File: src/rtl/ptr_init_pkg.sv
package ptr_init_pkg;

    localparam int BYTE_W = 8;

    typedef enum logic [2:0] {
        ST_OFF,
        ST_CMD_IDLE,
        ST_CMD_WAIT,
        ST_CMD_SEND,
        ST_RX_IDLE,
        ST_RX_WAIT,
        ST_RX_SEND,
        ST_RX_FETCH
    } seq_state_e;

    // bring-up command bytes, indexed by step number
    function automatic logic [BYTE_W-1:0] bringup_cmd(input int unsigned step);
        case (step)
            0:       bringup_cmd = 8'hF5; // reporting off
            1:       bringup_cmd = 8'hF2; // streaming
            2:       bringup_cmd = 8'hF8; // standby
            3:       bringup_cmd = 8'hF4; // reporting on
            default: bringup_cmd = 8'h00;
        endcase
    endfunction

endpackage

File: src/rtl/ptr_irq_edge.sv
module ptr_irq_edge (
    input  logic clk,
    input  logic rst_n,
    input  logic irq_i,
    output logic rise_o
);
    logic irq_q;

    always_ff @(posedge clk or negedge rst_n) begin
        if (!rst_n) irq_q <= 1'b0;
        else        irq_q <= irq_i;
    end

    assign rise_o = irq_i & ~irq_q;
endmodule

File: src/rtl/ptr_cmd_table.sv
module ptr_cmd_table #(
    parameter int N_CMD = 4,
    parameter int IDX_W = 3
) (
    input  logic [IDX_W-1:0]                 idx_i,
    output logic [ptr_init_pkg::BYTE_W-1:0] byte_o
);
    logic [ptr_init_pkg::BYTE_W-1:0] table_w [N_CMD];

    for (genvar g = 0; g < N_CMD; g++) begin : g_entry
        assign table_w[g] = ptr_init_pkg::bringup_cmd(g);
    end

    always_comb begin
        byte_o = '0;
        for (int i = 0; i < N_CMD; i++) begin
            if (idx_i == IDX_W'(i)) byte_o = table_w[i];
        end
    end
endmodule

File: src/rtl/ptr_init_seq.sv
module ptr_init_seq #(
    parameter int N_CMD  = 4,
    parameter int DATA_W = 8
) (
    input  logic              clk,
    input  logic              rst_n,
    input  logic              en_req,
    input  logic              dis_req,
    input  logic              dev_irq,
    input  logic              dev_busy_n,
    input  logic              tx_done,
    input  logic [DATA_W-1:0] rx_data_in,
    output logic              tx_valid,
    output logic [DATA_W-1:0] tx_data,
    output logic              cmd_req,
    output logic              xfer_rdy,
    output logic              init_done,
    output logic              rx_valid,
    output logic [DATA_W-1:0] rx_byte
);
    import ptr_init_pkg::*;

    localparam int CNT_W = $clog2(N_CMD + 1);
    localparam logic [DATA_W-1:0] DUMMY = '0;

    typedef struct packed {
        seq_state_e        st;
        logic [CNT_W-1:0]  cnt;
        logic              txv;
        logic [DATA_W-1:0] txd;
        logic              creq;
        logic              rdy;
        logic              done;
        logic              rxv;
        logic [DATA_W-1:0] rxb;
    } seq_regs_t;

    seq_regs_t r_q, r_d;
    logic      irq_rise;
    logic [BYTE_W-1:0] cmd_byte;

    ptr_irq_edge i_edge (
        .clk    (clk),
        .rst_n  (rst_n),
        .irq_i  (dev_irq),
        .rise_o (irq_rise)
    );

    ptr_cmd_table #(.N_CMD(N_CMD), .IDX_W(CNT_W)) i_table (
        .idx_i  (r_q.cnt),
        .byte_o (cmd_byte)
    );

    always_comb begin
        r_d     = r_q;
        r_d.rxv = 1'b0;
        if (dis_req) begin
            r_d.st   = ST_OFF;
            r_d.txv  = 1'b0;
            r_d.creq = 1'b0;
            r_d.rdy  = 1'b0;
            r_d.done = 1'b0;
        end else begin
            case (r_q.st)
                ST_OFF: begin
                    if (en_req) begin
                        r_d.st   = ST_CMD_IDLE;
                        r_d.cnt  = '0;
                        r_d.creq = 1'b1;
                        r_d.rdy  = 1'b1;
                        r_d.done = 1'b0;
                    end
                end
                ST_CMD_IDLE: begin
                    if (irq_rise) begin
                        if (r_q.cnt < CNT_W'(N_CMD)) begin
                            r_d.st = ST_CMD_WAIT;
                        end else begin
                            r_d.st   = ST_RX_IDLE;
                            r_d.cnt  = '0;
                            r_d.creq = 1'b0;
                            r_d.rdy  = 1'b1;
                            r_d.done = 1'b1;
                        end
                    end
                end
                ST_CMD_WAIT: begin
                    if (!dev_busy_n) begin
                        r_d.st  = ST_CMD_SEND;
                        r_d.txv = 1'b1;
                        r_d.txd = DATA_W'(cmd_byte);
                    end
                end
                ST_CMD_SEND: begin
                    if (tx_done) begin
                        r_d.st   = ST_CMD_IDLE;
                        r_d.txv  = 1'b0;
                        r_d.cnt  = r_q.cnt + 1'b1;
                        r_d.creq = 1'b1;
                        r_d.rdy  = 1'b1;
                    end
                end
                ST_RX_IDLE: begin
                    if (irq_rise) r_d.st = ST_RX_WAIT;
                end
                ST_RX_WAIT: begin
                    if (!dev_busy_n) begin
                        r_d.st  = ST_RX_SEND;
                        r_d.txv = 1'b1;
                        r_d.txd = DUMMY;
                    end
                end
                ST_RX_SEND: begin
                    if (tx_done) begin
                        r_d.st  = ST_RX_FETCH;
                        r_d.txv = 1'b0;
                    end
                end
                ST_RX_FETCH: begin
                    if (!dev_busy_n) begin
                        r_d.st  = ST_RX_IDLE;
                        r_d.rxv = 1'b1;
                        r_d.rxb = rx_data_in;
                    end
                end
                default: r_d.st = ST_OFF;
            endcase
        end
    end

    always_ff @(posedge clk or negedge rst_n) begin
        if (!rst_n) begin
            r_q <= '{st: ST_OFF, cnt: '0, txv: 1'b0, txd: '0, creq: 1'b0,
                     rdy: 1'b0, done: 1'b0, rxv: 1'b0, rxb: '0};
        end else begin
            r_q <= r_d;
        end
    end

    assign tx_valid  = r_q.txv;
    assign tx_data   = r_q.txd;
    assign cmd_req   = r_q.creq;
    assign xfer_rdy  = r_q.rdy;
    assign init_done = r_q.done;
    assign rx_valid  = r_q.rxv;
    assign rx_byte   = r_q.rxb;
endmodule

File: config.mk
export PLATFORM = sky130hd
export DESIGN_NAME = ptr_init_seq
export DESIGN_NICKNAME = d
export VERILOG_FILES = /design/src/rtl/ptr_init_pkg.sv /design/src/rtl/ptr_irq_edge.sv /design/src/rtl/ptr_cmd_table.sv /design/src/rtl/ptr_init_seq.sv
export SDC_FILE = /design/constraint.sdc
export NUM_CORES = 1
export LEC_CHECK = 0
export ABC_AREA = 1
export BUFFER_PORTS_ARGS = -buffer_cell sky130_fd_sc_hd__buf_2
export CAP_MARGIN = 40
export CORE_MARGIN = 2
export CORE_UTILIZATION = 48
export CTS_CLUSTER_DIAMETER = 120
export DETAILED_ROUTE_END_ITERATION = 10
export PLACE_DENSITY = 0.87
export SKIP_LAST_GASP = 1
export SLEW_MARGIN = 40
export SYNTH_ARGS = -nofsm -noshare
export SYNTH_HDL_FRONTEND = slang
export SYNTH_SLANG_ARGS = --single-unit
File: constraint.sdc
create_clock -name clk -period 1.3 [get_ports clk]
set_input_delay 0.13 -clock clk [delete_from_list [all_inputs] [get_ports clk]]
set_output_delay 0.13 -clock clk [all_outputs]
set_load 0.005 [all_outputs]
==> metrics.yaml <==
ys_ff_latch: 25
avgViaCountPerCell: 4.93
num_antenna_cells: 0
final_nets: 274
status: "complete, but fails checks"
gp_congestion: 0.937
rrSetupSlack_ns: -0.06
netlist_instances: 210
crit_chain: "inv_4, nor2_8, nand2_4, o21ai_4, nor2_4, nand2_2, nand2_1, nand2_1"
clk_pin_slew_ns: 0.16
synth_edf_count: 0
grt_max_degree: 26
start_util: 0.510
maxSlewHeadroom: 0.620
cellLeakagePower_nw: 1.12
synth.distinct_cells: 27
drive_gt1_frac: 0.352
syn_nets: 230
syn_area_sq_um: 1580
core_sq_um: 3100
fin_util: 0.647
power_density_nw_per_um2: 1390
critPathMostFrequentCell: "nand2_1"
drv_slew: 0
setup_viol: 13
yosys-top-cells-area: "dfrtp_1, nand2_1, buf_4, inv_1, ha_1"
total_power_mw: 2.79
worstReg2RegEnd: "r_q[21]"
yosys_warnings: 0
track_usage: 0.191
final.setup_skew_ns: 0.0118
worstSetupStartpointType: "register"
cts.root.buffer_cell: "clkbuf_4"
cts_buffer_depth: 2
yosysMostFrequentCell: "nand2_1"
clock_latency_ns: 0.33
hp-start: "dis_req"
fin_crit_sh: 1.05
pre_cts_slack_ns: -0.165
cp_data_required_time_ns: 1.57
min_to: "r_q[24]"
hold_viol: 0
fp.dieW_um: 61.4
grt_pass1_wl_um: 5440
drc: 0
syn2layout_area_growth_pct: 26.7
synth_area_per_cell_sq_um: 7.54
vdd_drop_max_v: 0.000749
critPathMaxStageDelay_ns: 0.54
ys_seq_area_frac: 0.395
antenna_left: 0
whs_ns: 0.183
worst_path_max_delay_cell: "dfrtp_2"
vias: 1463
maxCapViolations: 0
worst_pin_slew_ns: 0.569
cp-end-kind: "register"
crit_arrival_ns: 1.63
final.min_clock_period_ns: 1.36
synthArstFlopShare: 1.00
dr.pass1.iters: 4
hp-class: "in2reg"
pin_count: 36
reg2reg_depth: 8
cts_tree: "yes"
synth_top_area_cell: "dfrtp_1"
drt_iter0_markers: 67
crit_fanout: 8
htree_levels: 1
antenna_found_initial: 0
min_path_cells: 5
grt_pass1_vias: 1283
wirelength_um: 3640
cts.sinks: 25
critical_path_class: "reg2reg"
numCtsBuffers: 3
synth_top_area_frac: 0.395
dp_hpwl_um: 2330
post_drt_wl_per_cell_um: 12.3
synth-main-ff-cell: "dfrtp_1"
violations: "negative setup slack"
io_buffers: 35
die-area_sq_um: 3780
fmax_mhz: 733
ys_top_cells_by_count: "nand2_1, dfrtp_1, inv_1, buf_4, nor2_1"
worst_slack_ns: -0.0646
placed_area_sq_um: 1740
row_count: 20
rsz0062_at_grt: "true"
globalRoute.totalOverflow: 0
timing.rr.start: "r_q[24]"
stdcell_area_sq_um: 2010
die_h_um: 61.4
worst max path at each step:
stage                  from         end  slack, ns  cells past startpoint
global route        r_q[24]   init_done      -0.14                      9
finish              r_q[24]     r_q[21]      -0.06                      8
detailed placement  r_q[25]     r_q[25]      -0.16                      7
global placement    r_q[25]     r_q[25]      -0.12                      7
CTS                 r_q[25]  tx_data[1]      -0.04                      7
floorplan           r_q[25]     r_q[21]       0.08                      9
kinds of logic after synthesis:
logic type	after synthesis	share of synthesized area
AOI/OAI and AO/OA	16	0.0585
and+or+nand+nor	123	0.352
DFF	25	0.395
buffers and inverters	41	0.155
adders and majority gates	5	0.0395
registers in the layout, summed over array words and instances (netlist names):
name and count:
r_q 6, tx_data 5, tx_valid 1, init_done 1, rx_valid 1, xfer_rdy 1
i_edge.irq_q 1, rx_byte 8, cmd_req 1
where the power goes:
group          internal [mW]  leakage, nW  switching [mW]
logic                  0.581        0.774           0.733
clock network          0.117       0.0139           0.253
registers              0.932        0.331           0.174
total                   1.63         1.12            1.16
what timing repair did:
item / 4_1_cts / 5_1_grt
setup buffers: 2 / 2
hold buffers: 9 / 1
gates resized for setup: 5 / 26
hold endpoints to repair: 33 / 1
endpoints found under the setup margin: 24 / 23
pin swaps: 3 / 10
gates cloned: 0 / 1
per-layer routing:
layer	up-vias	track usage	wire length (um)
met5	-	0	0
met4	0	0.0760	63
met3	6	0.0210	137
met2	43	0.309	1810
met1	682	0.262	1630
li1	732	-	-
final cells by class:
class	instances	area, sq um
multi-input combinational	145	815
fill	251	1100
tap	44	55.1
inverter	21	88.8
sequential	25	629
timing repair buffer	58	389
clock buffer	3	22.5
clock inverter	1	7.51
metrics by stage:
| stage | std cells | TNS (ns) |
|---|---|---|
| 2_1_floorplan | 210 | 0 |
| 3_3_place_gp | 278 | -1.53 |
| 5_1_grt | 297 | -1.63 |
| 4_1_cts | 293 | -0.365 |
| 3_5_place_dp | 278 | -2.42 |
| 6_report | 297 | -0.637 |
critical path, delay by kind of cell, from the launching register on:
kind	cells	cell delay [ns]
flops	1	0.54
buf+inv	1	0.08
simple gates	6	0.49
compound gates	1	0.18
layout by cell type (no fill, tap or decap), drive strengths merged:
master,netlist,layout
nand3,13,13
o21ai,11,11
ha,5,5
nor2,20,20
nand2,83,84
buf,20,48
o31ai,1,1
clkinvlp,0,1
dlygate4sd3,0,10
nor3,1,1
inv,21,21
nand4,4,4
a21oi,3,3
a21boi,1,1
clkbuf,0,3
dfrtp,25,25
nand3b,2,2
No activity file was read; power rests on OpenSTA's default activity.
